**src/rtl/dpt_pkg.sv**
```systemverilog
package dpt_pkg;

  localparam int EXP_W = 5;

  typedef enum logic {
    W_IDLE = 1'b0,
    W_WALK = 1'b1
  } walk_state_e;

  // Width of a bitmap byte index able to hold (2^(aw+1)-1) >> (min_exp+3)
  function automatic int idx_width(input int aw, input int min_exp);
    return aw + 1 - min_exp - 3;
  endfunction

  function automatic logic [EXP_W-1:0] clamp_exp(input logic [EXP_W-1:0] v,
                                                 input int lo, input int hi);
    if (int'(v) < lo) return EXP_W'(lo);
    if (int'(v) > hi) return EXP_W'(hi);
    return v;
  endfunction

endpackage

```
**src/rtl/dpt_ctrl_regs.sv**
```systemverilog
module dpt_ctrl_regs #(
  parameter int AW      = 48,
  parameter int LW      = 32,
  parameter int PW      = 20,
  parameter int MIN_EXP = 12,
  parameter int MAX_EXP = 30
) (
  input  logic                      clk,
  input  logic                      rst,
  input  logic                      cfg_we,
  input  logic                      cfg_enable,
  input  logic [AW-1:0]             cfg_bitmap_addr,
  input  logic [LW-1:0]             cfg_bitmap_len,
  input  logic [dpt_pkg::EXP_W-1:0] cfg_page_exp,
  input  logic [PW-1:0]             cfg_pasid,
  input  logic                      pasid_cap_present,
  input  logic                      pasid_enabled,
  output logic                      enable_q,
  output logic [AW-1:0]             base_q,
  output logic [LW-1:0]             len_q,
  output logic [dpt_pkg::EXP_W-1:0] exp_q,
  output logic [PW-1:0]             pasid_q,
  output logic                      hist_clear
);
  import dpt_pkg::*;

  logic pasid_wr_ok;
  assign pasid_wr_ok = pasid_cap_present && pasid_enabled;

  // History is stale when tracking stops or the bitmap moves
  assign hist_clear = cfg_we && (!cfg_enable || (cfg_bitmap_addr != base_q));

  always_ff @(posedge clk) begin
    if (rst) begin
      enable_q <= 1'b0;
      base_q   <= '0;
      len_q    <= '0;
      exp_q    <= EXP_W'(MIN_EXP);
      pasid_q  <= '0;
    end else if (cfg_we) begin
      enable_q <= cfg_enable;
      base_q   <= cfg_bitmap_addr;
      len_q    <= cfg_bitmap_len;
      exp_q    <= clamp_exp(cfg_page_exp, MIN_EXP, MAX_EXP);
      if (pasid_wr_ok) pasid_q <= cfg_pasid;
    end
  end

  AST_EXP_RANGE: assert property (@(posedge clk) disable iff (rst)
    (int'(exp_q) >= MIN_EXP) && (int'(exp_q) <= MAX_EXP));

  AST_PASID_KEEP: assert property (@(posedge clk) disable iff (rst)
    (cfg_we && !pasid_wr_ok) |=> $stable(pasid_q));

  AST_CFG_HOLD: assert property (@(posedge clk) disable iff (rst)
    !cfg_we |=> ($stable(enable_q) && $stable(base_q) && $stable(len_q) && $stable(exp_q)));

endmodule

```
**src/rtl/dpt_range_walker.sv**
```systemverilog
module dpt_range_walker #(
  parameter int AW      = 48,
  parameter int LW      = 32,
  parameter int LENW    = 16,
  parameter int MIN_EXP = 12,
  localparam int IW     = dpt_pkg::idx_width(AW, MIN_EXP)
) (
  input  logic                      clk,
  input  logic                      rst,
  input  logic                      enable,
  input  logic [LW-1:0]             bitmap_len,
  input  logic [dpt_pkg::EXP_W-1:0] page_exp,
  input  logic                      hist_clear,
  input  logic                      trk_valid,
  output logic                      trk_ready,
  input  logic [AW-1:0]             trk_addr,
  input  logic [LENW-1:0]           trk_len_m1,
  input  logic                      req_busy,
  input  logic                      req_ready,
  output logic                      issue,
  output logic [IW-1:0]             issue_idx
);
  import dpt_pkg::*;

  walk_state_e state_q;
  logic [IW-1:0] cur_q, end_q, hist_idx_q;
  logic          hist_v_q;

  // Start and last byte index of the incoming range
  logic [5:0]  shamt;
  logic [AW:0] last_addr, start_full, end_full;
  logic [IW-1:0] start_idx, end_idx;
  logic unused_hi;

  assign shamt      = {1'b0, page_exp} + 6'd3;
  assign last_addr  = {1'b0, trk_addr} + {{(AW+1-LENW){1'b0}}, trk_len_m1};
  assign start_full = {1'b0, trk_addr} >> shamt;
  assign end_full   = last_addr >> shamt;
  assign start_idx  = start_full[IW-1:0];
  assign end_idx    = end_full[IW-1:0];
  assign unused_hi  = ^{start_full[AW:IW], end_full[AW:IW]};

  logic idle, accept, past_end, out_bound, dup, walk_done, can_issue;

  assign idle      = (state_q == W_IDLE);
  assign trk_ready = idle && !req_busy;
  assign accept    = trk_valid && trk_ready;
  assign past_end  = cur_q > end_q;
  assign out_bound = {{LW{1'b0}}, cur_q} >= {{IW{1'b0}}, bitmap_len};
  assign dup       = hist_v_q && (hist_idx_q == cur_q);
  assign walk_done = !enable || past_end || out_bound;
  assign can_issue = !req_busy || req_ready;
  assign issue     = !idle && !walk_done && !dup && can_issue;
  assign issue_idx = cur_q;

  always_ff @(posedge clk) begin
    if (rst) begin
      state_q    <= W_IDLE;
      cur_q      <= '0;
      end_q      <= '0;
      hist_v_q   <= 1'b0;
      hist_idx_q <= '0;
    end else begin
      case (state_q)
        W_IDLE: begin
          if (accept && enable) begin
            state_q <= W_WALK;
            cur_q   <= start_idx;
            end_q   <= end_idx;
          end
        end
        W_WALK: begin
          if (walk_done)          state_q <= W_IDLE;
          else if (dup || issue)  cur_q   <= cur_q + 1'b1;
        end
        default: state_q <= W_IDLE;
      endcase
      if (issue) begin
        hist_v_q   <= 1'b1;
        hist_idx_q <= cur_q;
      end
      if (hist_clear) hist_v_q <= 1'b0;
    end
  end

endmodule

```
**src/rtl/dpt_mark_req.sv**
```systemverilog
module dpt_mark_req #(
  parameter int AW      = 48,
  parameter int PW      = 20,
  parameter int MIN_EXP = 12,
  localparam int IW     = dpt_pkg::idx_width(AW, MIN_EXP)
) (
  input  logic          clk,
  input  logic          rst,
  input  logic          issue,
  input  logic [IW-1:0] issue_idx,
  input  logic [AW-1:0] base,
  input  logic [PW-1:0] pasid,
  output logic          mark_valid,
  input  logic          mark_ready,
  output logic [AW-1:0] mark_addr,
  output logic [7:0]    mark_data,
  output logic [PW-1:0] mark_pasid
);

  always_ff @(posedge clk) begin
    if (rst) begin
      mark_valid <= 1'b0;
      mark_addr  <= '0;
      mark_data  <= 8'h00;
      mark_pasid <= '0;
    end else if (issue) begin
      mark_valid <= 1'b1;
      mark_addr  <= base + {{(AW-IW){1'b0}}, issue_idx};
      mark_data  <= 8'hFF;
      mark_pasid <= pasid;
    end else if (mark_ready) begin
      mark_valid <= 1'b0;
    end
  end

  AST_REQ_HOLD: assert property (@(posedge clk) disable iff (rst)
    (mark_valid && !mark_ready) |=> (mark_valid && $stable(mark_addr) &&
                                     $stable(mark_data) && $stable(mark_pasid)));

  AST_DATA_ONES: assert property (@(posedge clk) disable iff (rst)
    mark_valid |-> (mark_data == 8'hFF));

endmodule

```
**src/rtl/dirty_page_tracker.sv**
```systemverilog
module dirty_page_tracker #(
  parameter int AW      = 48,
  parameter int LW      = 32,
  parameter int PW      = 20,
  parameter int LENW    = 16,
  parameter int MIN_EXP = 12,
  parameter int MAX_EXP = 30
) (
  input  logic                      clk,
  input  logic                      rst,
  input  logic                      cfg_we,
  input  logic                      cfg_enable,
  input  logic [AW-1:0]             cfg_bitmap_addr,
  input  logic [LW-1:0]             cfg_bitmap_len,
  input  logic [dpt_pkg::EXP_W-1:0] cfg_page_exp,
  input  logic [PW-1:0]             cfg_pasid,
  input  logic                      pasid_cap_present,
  input  logic                      pasid_enabled,
  input  logic                      trk_valid,
  output logic                      trk_ready,
  input  logic [AW-1:0]             trk_addr,
  input  logic [LENW-1:0]           trk_len_m1,
  output logic                      mark_valid,
  input  logic                      mark_ready,
  output logic [AW-1:0]             mark_addr,
  output logic [7:0]                mark_data,
  output logic [PW-1:0]             mark_pasid
);
  import dpt_pkg::*;

  localparam int IW = idx_width(AW, MIN_EXP);

  logic              enable_q, hist_clear, issue;
  logic [AW-1:0]     base_q;
  logic [LW-1:0]     len_q;
  logic [EXP_W-1:0]  exp_q;
  logic [PW-1:0]     pasid_q;
  logic [IW-1:0]     issue_idx;

  dpt_ctrl_regs #(.AW(AW), .LW(LW), .PW(PW), .MIN_EXP(MIN_EXP), .MAX_EXP(MAX_EXP)) ctrl_i (
    .clk(clk), .rst(rst), .cfg_we(cfg_we), .cfg_enable(cfg_enable),
    .cfg_bitmap_addr(cfg_bitmap_addr), .cfg_bitmap_len(cfg_bitmap_len),
    .cfg_page_exp(cfg_page_exp), .cfg_pasid(cfg_pasid),
    .pasid_cap_present(pasid_cap_present), .pasid_enabled(pasid_enabled),
    .enable_q(enable_q), .base_q(base_q), .len_q(len_q), .exp_q(exp_q),
    .pasid_q(pasid_q), .hist_clear(hist_clear)
  );

  dpt_range_walker #(.AW(AW), .LW(LW), .LENW(LENW), .MIN_EXP(MIN_EXP)) walk_i (
    .clk(clk), .rst(rst), .enable(enable_q), .bitmap_len(len_q), .page_exp(exp_q),
    .hist_clear(hist_clear), .trk_valid(trk_valid), .trk_ready(trk_ready),
    .trk_addr(trk_addr), .trk_len_m1(trk_len_m1), .req_busy(mark_valid),
    .req_ready(mark_ready), .issue(issue), .issue_idx(issue_idx)
  );

  dpt_mark_req #(.AW(AW), .PW(PW), .MIN_EXP(MIN_EXP)) req_i (
    .clk(clk), .rst(rst), .issue(issue), .issue_idx(issue_idx), .base(base_q),
    .pasid(pasid_q), .mark_valid(mark_valid), .mark_ready(mark_ready),
    .mark_addr(mark_addr), .mark_data(mark_data), .mark_pasid(mark_pasid)
  );

  AST_NO_MARK_OFF: assert property (@(posedge clk) disable iff (rst)
    $rose(mark_valid) |-> $past(enable_q));

  AST_IN_BOUNDS: assert property (@(posedge clk) disable iff (rst)
    issue |-> ({{LW{1'b0}}, issue_idx} < {{IW{1'b0}}, len_q}));

  AST_NO_REPEAT: assert property (@(posedge clk) disable iff (rst)
    (issue && $past(issue) && !$past(hist_clear)) |-> (issue_idx != $past(issue_idx)));

endmodule

```
**config.mk**
```make
export PLATFORM = sky130hd
export DESIGN_NAME = dirty_page_tracker
export DESIGN_NICKNAME = d
export VERILOG_FILES = /design/src/rtl/dpt_pkg.sv /design/src/rtl/dpt_ctrl_regs.sv /design/src/rtl/dpt_range_walker.sv /design/src/rtl/dpt_mark_req.sv /design/src/rtl/dirty_page_tracker.sv
export SDC_FILE = /design/constraint.sdc
export NUM_CORES = 1
export LEC_CHECK = 0
export ABC_AREA = 1
export BUFFER_PORTS_ARGS = -buffer_cell sky130_fd_sc_hd__clkbuf_2
export CAP_MARGIN = 40
export CORE_MARGIN = 1.5
export CORE_UTILIZATION = 30
export DETAILED_ROUTE_END_ITERATION = 16
export GPL_TIMING_DRIVEN = 0
export HOLD_SLACK_MARGIN = 0.03
export SYNTH_ARGS = -nofsm -noshare
export SYNTH_HDL_FRONTEND = slang
export SYNTH_SLANG_ARGS = --single-unit
```
**constraint.sdc**
```tcl
create_clock -name clk -period 7.7 [get_ports clk]
set_input_delay 0.385 -clock clk [delete_from_list [all_inputs] [get_ports clk]]
set_output_delay 0.385 -clock clk [all_outputs]
set_load 0.01 [all_outputs]
```
==> results of run 1 <==
[kinds of logic (layout without fill, tap and decap cells)]
| group | Yosys count | count (layout) | share of synthesized area (%) |
|---|---|---|---|
| DFF | 280 | 280 | 24.6 |
| AOI/OAI and AO/OA | 855 | 855 | 19.9 |
| buffers and inverters | 626 | 937 | 11.0 |
| xor gates and xnor gates | 87 | 87 | 3.34 |
| other | 0 | 3 | 0 |
| adders and majority gates | 117 | 117 | 6.46 |
| muxes | 35 | 35 | 1.54 |
| and+or+nand+nor | 1724 | 1724 | 33.2 |
[cells in the final DEF (no fill, tap or decap), drive strengths merged, types with 10 or more instances in the layout]
cell	synthesis	final
ha	116	116
nor2	313	313
nand4	49	49
nand2	752	752
a31oi	16	16
xor2	60	60
o21ai	369	369
nand3	508	508
or2	10	10
inv	444	445
o22ai	32	32
nor4	24	24
a21oi	374	374
mux2i	35	35
a21o	10	10
xnor2	27	27
clkinv	4	12
dfxtp	280	280
nor3	41	41
buf	94	95
clkbuf	84	380
[synthesized netlist by cell type (5+ instances only)]
master	instances
nand3_2	5
nor3b_1	5
nand2_1	748
or3_1	5
nor2_1	306
a21oi_1	374
ha_1	116
a21o_1	10
nor3_1	37
a211oi_1	9
a221oi_1	7
xnor2_1	27
o21ai_0	362
a31oi_1	16
inv_1	442
clkbuf_1	83
or2_2	6
o211ai_1	9
buf_6	5
o22ai_1	32
mux2i_1	35
dfxtp_1	280
xor2_1	60
nor2_2	6
nor4_1	23
buf_2	52
nand4_1	48
buf_4	12
o21bai_1	5
buf_1	25
nand3_1	503
nand3b_1	9
o21a_1	6
[worst max-delay path by stage]
| stage | startpoint | to | slack (ns) | cells past startpoint |
|---|---|---|---|---|
| finish | walk_i.issue_idx[7] | req_i.mark_pasid[17] | 3.89 | 14 |
| detailed placement | walk_i.issue_idx[5] | req_i.mark_addr[44] | 4.00 | 16 |
| floorplan | walk_i.issue_idx[0] | req_i.mark_addr[38] | 5.19 | 15 |
| CTS | walk_i.issue_idx[5] | req_i.mark_addr[44] | 4.00 | 16 |
| global placement | walk_i.issue_idx[5] | req_i.mark_pasid[17] | 4.00 | 16 |
| global route | walk_i.issue_idx[7] | req_i.mark_addr[46] | 3.74 | 15 |
[worst max-delay path, cell delays in order, from the launching register on]
cell	delay, ns
dfxtp_1	0.91
ha_1	0.38
a21oi_1	0.11
nand3b_1	0.12
nand2_1	0.05
o21ai_0	0.20
nand2_1	0.11
nand2_1	0.07
nand3_1	0.07
nand2_1	0.15
nand4_2	0.13
inv_1	0.43
buf_4	0.35
buf_2	0.43
a21oi_1	0.13
[timing repair]
| action | 4_1_cts | 5_1_grt |
|---|---|---|
| setup endpoints to repair | 0 | 0 |
| hold endpoints to repair | 1 | 0 |
| hold buffers | 1 | 0 |
[registers in the layout, indices dropped and copies added (netlist names)]
name / cells
req_i.mark_data: 1
walk_i.state_q: 1
ctrl_i.pasid_q: 20
ctrl_i.exp_q: 5
walk_i.issue_idx: 34
req_i.mark_valid: 1
ctrl_i.enable_q: 1
ctrl_i.base_q: 48
walk_i.hist_idx_q: 34
walk_i.end_q: 34
req_i.mark_addr: 48
ctrl_i.len_q: 32
walk_i.hist_v_q: 1
req_i.mark_pasid: 20
[per-layer routing]
| layer | GRT usage (%) | share of wire, % |
|---|---|---|
| met1 | 34.0 | 42 |
| met4 | 10.9 | 4.6 |
| met3 | 3.34 | 7.3 |
| met5 | 0 | 0 |
| met2 | 43.6 | 46 |
[per-stage QoR]
stage / power, mW / setup WS [ns] / hold WS, ns / utilization, % / area [µm²]
after floorplan: 2.33 / 5.19 / 0.429 / - / 22800
after global placement: 2.77 / 4.00 / 0.435 / 33.8 / 25300
after detailed placement: 2.78 / 4.00 / 0.445 / 33.8 / 25300
after CTS: 4.31 / 4.00 / 0.0547 / 35.2 / 26300
after global routing: 4.52 / 3.74 / 0.0762 / 35.2 / 26300
final: 4.33 / 3.89 / 0.0698 / 35.2 / 26300
[where the power goes]
part | switching (mW) | internal [mW]
combinational | 0.801 | 0.377
sequential | 0.0954 | 1.51
clock | 0.643 | 0.908
total | 1.54 | 2.80
[final cells by class]
class | instances | share of cell area, %
clock inverter | 13 | 0.656
multi-input combinational | 2818 | 55.8
tap | 969 | 4.60
buffer | 178 | 3.11
sequential | 280 | 21.3
timing repair buffer | 256 | 4.91
inverter | 448 | 6.39
clock buffer | 42 | 3.26
antenna | 3 | 0.0285
==> out/qor.csv, run 1 <==
stage;metric;value;unit
run_status;status;finished clean;
drt;Routed WL;105000;µm
synth;Yosys top cell area share;24.6;%
placement;PortBufs;254;
worst_setup_path;critical path endpoint category;flop;
worst_setup_path;R2R Setup Slk;3.89;ns
final_layout;Storage cell area;5610;µm²
final_layout;layout net count;4307;
clock_tree;post-CTS setup buffer count;0;
sta;post-route minimum period;3.81;ns
clock_tree;clock transition at the registers of the reported paths;0.06;ns
clock_tree;clk buf depth;3;
sta;unrepaired setup endpoints after global routing;no;
synth;Synth Flop Type;dfxtp_1;
worst_setup_path;WP data arrival;4.26;ns
synth;top cells by area, synth;dfxtp_1, nand2_1, nand3_1;
synth;#FFs+latches synth;280;
drt;first drt pass iteration count;8;
sta;final period utilization;49.4;%
min_path;hold endpoint;ctrl_i.base_q[35];
final_layout;non-filler cells, final;5007;
placement;dpl cells;4948;
global_routing;vias in the first global route;25700;
clock_tree;Clock Sinks;280;
floorplan;I/O Pins;255;
min_path;min-delay src;cfg_bitmap_addr[35];
clock_tree;CTS resizes;0;
sta;Hold Vio Cnt, Final;0;
global_routing;initial antenna violation count;3;
sta;worst-margin pin slew;0.908;ns
synth;Post-Syn Nets;4018;
drt;DRT iter0 DRCs;2791;
worst_setup_path;r2r endpoint;req_i.mark_pasid[17];
sta;post-route setup TNS;0;ns
sta;final setup vio count;0;
sta;max_slew headroom;39.4;%
synth;Mapped Area;22800;µm²
global_routing;largest net degree at the start of global routing;16;
power_and_ir_drop;Worst VDD drop;0.229;mV
run;Max-Cap Viols;0;
worst_setup_path;CP startpoint kind;flop;
sta;Pins Over Slew Limit;0;
sta;clk_skew;0.0250;ns
final_layout;layout cell share with drive strength beyond 1;10.1;%
global_routing;GRT overflow;0;
synth;Post-Syn Area per Cell;6.12;µm²
placement;DP HPWL;86500;µm
worst_setup_path;r2r startpoint;walk_i.issue_idx[7];
drt;# DRC;0;
drt;wire per inst;21.0;µm
global_routing;gr usage total;26.2;%
floorplan;CORE AREA;74800;µm²
synth;Syn Inst Count;3724;
synth;Ys Warns;0;
min_path;class of the worst hold path;input pin to flop;
clock_tree;worst skew pair latency;0.60;ns
worst_setup_path;worst setup path class;flop to flop;
floorplan;# rows;100;
final_layout;Area growth, synth to finish;15.5;%
clock_tree;CTS tree;done;
floorplan;Die Wd;279;µm
floorplan;die footprint;77600;µm²
sta;Max Fclk;263;MHz
drt;antenna viol nets, final;0;
drt;Vias;27100;
clock_tree;Clock Tree Root;clkbuf_16;
global_routing;first-pass GRT wire length;156000;µm
placement;GPL Wtd Cong;0.975;
floorplan;initial cell density of the core;30.5;%
synth;top cell type by total area after synthesis;dfxtp_1;
final_layout;Filler cells;8361;
worst_setup_path;Max FO, Critical Path;10;
floorplan;Die Height;279;µm
synth;asr flop ratio synth;0;%
clock_tree;CTS buffer count;31;
final_layout;multi-input logic area;14700;µm²
power_and_ir_drop;Cell Pwr Density;165;nW/µm²
min_path;hold depth;3;
synth;count of cell types in the netlist;61;
worst_setup_path;worst path required time;8.16;ns
synth;Post-synth EDFFs;0;
worst_setup_path;R2R depth;14;
synth;sequential fraction of the synthesis area;24.6;%
clock_tree;CTS HTree Levels;1;
power_and_ir_drop;Pleak;12.0;nW
drt;drt via density;5.42;
No activity file was read; power rests on OpenSTA's default activity.
==> run 2: changes to the inputs <==
==> constraint.sdc (replaced) <==
create_clock -name clk -period 3.6 [get_ports clk]
set_input_delay 0.18 -clock clk [delete_from_list [all_inputs] [get_ports clk]]
set_output_delay 0.18 -clock clk [all_outputs]
set_load 0.01 [all_outputs]
==> run 2 against run 1 <==
Setup slack got worse by 3.7 ns. Critical path type unchanged. Cell area rose by 4.2%. Sequential power rose by 110%. Register-to-register slack got worse by 3.7 ns. Clock power rose by 110%. Critical path depth did not move. Global-route usage rose by 0.51 points.
==> out/qor.csv, run 2 (synthesis results as in run 1) <==
stage;metric;value;unit;change
run_status;status;finished clean;;
worst_setup_path;most used cell, CP;nor2_1;;
global_routing;first-pass GRT wire length;159000;µm;+2.2%
sta;final setup vio count;0;;unchanged
drt;antenna viol nets, final;0;;unchanged
clock_tree;Clock Tree Root;clkbuf_16;;
final_layout;Largest regs;ctrl_i.base_q: 48 flops, req_i.mark_addr: 48 flops;;
sta;Hold Vio Cnt, Final;0;;unchanged
worst_setup_path;R2R depth;14;;unchanged
placement;DP HPWL;86500;µm;unchanged
sta;max_slew headroom;42.2;%;+2.7 points
clock_tree;CTS buffer count;31;;unchanged
sta;Pins Over Slew Limit;0;;unchanged
sta;Max Fclk;295;MHz;+12%
global_routing;GRT overflow;0;;unchanged
worst_setup_path;worst setup path class;flop to flop;;
final_layout;layout net count;4415;;+2.5%
drt;Routed WL;107000;µm;+1.9%
final_layout;most frequent cells in the layout;nand2_1, nand3_1, inv_1, a21oi_1, o21ai_0;;
worst_setup_path;Crit path depth;14;;unchanged
drt;first drt pass iteration count;10;;+2
global_routing;initial antenna violation count;3;;unchanged
clock_tree;CTS HTree Levels;1;;unchanged
worst_setup_path;worst path required time;4.13;ns;-4.03 ns
floorplan;Die Wd;279;µm;unchanged
worst_setup_path;WP data arrival;3.92;ns;-0.34 ns
drt;DRT iter0 DRCs;2794;;+0.11%
floorplan;CORE AREA;74800;µm²;unchanged
sta;clk_skew;0.0173;ns;-0.00774 ns
worst_setup_path;Crit path largest cell delay;0.79;ns;-0.12 ns
floorplan;Die Height;279;µm;unchanged
clock_tree;post-CTS setup buffer count;0;;unchanged
clock_tree;Clock Sinks;280;;unchanged
power_and_ir_drop;Pleak;12.4;nW;+3.8%
sta;worst-margin pin slew;0.868;ns;-0.0399 ns
final_layout;most common cell after layout, fill and taps aside;nand2_1;;
worst_setup_path;R2R Setup Slk;0.21;ns;-3.69 ns
placement;post-place setup slack;-0.0956;ns;-4.10 ns
min_path;hold depth;3;;unchanged
final_layout;cell area after layout;27400;µm²;+4.2%
final_layout;Filler cells;8245;;-1.4%
worst_setup_path;cell family with most CP delay;buffers and inverters;;
global_routing;vias in the first global route;26500;;+3.2%
worst_setup_path;crit path buf inv count;4;;+1
run;Max-Cap Viols;0;;unchanged
drt;wire per inst;21.0;µm;-0.22%
clock_tree;worst skew pair latency;0.60;ns;about the same
worst_setup_path;CP cell instances;inv_1 -> nand2_1 -> nand2_1 -> nor2_1 -> nand4_1 -> nor2_1 -> nand4_1 -> nor2_1 -> nand3_1 -> nand4_2 -> clkinvlp_4 -> buf_4 -> buf_2 -> a21oi_1;;
worst_setup_path;Crit-path slowest cell;dfxtp_1;;
worst_setup_path;critical path endpoint category;flop;;
placement;placed cell area;25300;µm²;unchanged
sta;post-route minimum period;3.39;ns;-0.412 ns
clock_tree;clk buf depth;3;;unchanged
placement;PortBufs;254;;unchanged
placement;GPL Wtd Cong;0.975;;unchanged
final_layout;Final Core Density;36.7;%;+1.5 points
floorplan;initial cell density of the core;30.5;%;unchanged
global_routing;gr usage total;26.7;%;+0.51 points
drt;Vias;27800;;+2.3%
min_path;class of the worst hold path;input pin to flop;;
sta;final period utilization;94.3;%;+45 points
clock_tree;clock transition at the registers of the reported paths;0.06;ns;about the same
sta;final worst slack;0.206;ns;-3.69 ns
power_and_ir_drop;Cell Pwr Density;342;nW/µm²;+110%
final_layout;Area growth, synth to finish;20.4;%;
floorplan;die footprint;77600;µm²;unchanged
drt;# DRC;0;;unchanged
clock_tree;CTS tree;done;;
final_layout;layout cell share with drive strength beyond 1;10.3;%;+0.17 points
drt;drt via density;5.43;;+0.14%
floorplan;I/O Pins;255;;unchanged
worst_setup_path;Max FO, Critical Path;10;;unchanged
global_routing;largest net degree at the start of global routing;16;;unchanged
worst_setup_path;CP startpoint kind;flop;;
floorplan;# rows;100;;unchanged
power_and_ir_drop;Worst VDD drop;0.493;mV;+120%
run 2: where the power goes:
group	switching [mW]	total (mW)	leakage, nW	internal, mW
logic	1.74	2.62	9.62	0.883
registers	0.204	3.44	2.29	3.23
clock network	1.39	3.33	0.512	1.94
run 2: metal layers:
metal / GRT usage, % / part of all wire [%] / up-vias
li1: - / - / 13300
met1: 34.3 / 42 / 12900
met2: 44.5 / 46 / 1257
met3: 3.71 / 7.6 / 269
met4: 11.5 / 4.9 / 0
met5: 0 / 0 / -
run 2: metrics by stage:
stage / power [mW] / cells / TNS (ns) / hold WS, ns
finish: 9.39 / 5115 / 0 / 0.129
global route: 9.79 / 5115 / -0.00310 / 0.173
CTS: 9.31 / 5112 / 0 / 0.102
detailed placement: 5.94 / 4948 / -0.866 / 0.414
global placement: 5.93 / 4947 / -1.09 / 0.413
floorplan: 4.98 / 3724 / 0 / 0.309
run 2: worst paths after layout:
| kind | startpoint | to |
|---|---|---|
| max | walk_i.issue_idx[22] | req_i.mark_addr[44] |
| min | rst | walk_i.end_q[33] |
| max reg2reg | walk_i.issue_idx[22] | req_i.mark_addr[44] |
| min reg2reg | ctrl_i.pasid_q[12] | req_i.mark_pasid[12] |
run 2: timing repair:
item	4_1_cts	5_1_grt
endpoints found under the setup margin	14	44
gates resized for setup	4	17
hold endpoints to repair	107	0
hold buffers	109	0
run 2: final cells by class:
type / instances / area [µm²] / share of cell area (%)
buffer: 178 / 822 / 3.00
sequential: 280 / 5630 / 20.5
timing repair buffer: 364 / 2370 / 8.65
inverter: 448 / 1690 / 6.14
clock inverter: 13 / 173 / 0.629
tap: 969 / 1210 / 4.42
multi-input combinational: 2818 / 14700 / 53.5
clock buffer: 42 / 857 / 3.12
antenna: 3 / 7.51 / 0.0274
run 2: worst register-to-register path: stages, from the launching register on:
cell        delay (ns)
dfxtp_1           0.79
inv_1             0.24
nand2_1           0.13
nand2_1           0.07
nor2_1            0.10
nand4_1           0.08
nor2_1            0.17
nand4_1           0.10
nor2_1            0.16
nand3_1           0.16
nand4_2           0.17
clkinvlp_4        0.30
buf_4             0.33
buf_2             0.30
a21oi_1           0.21
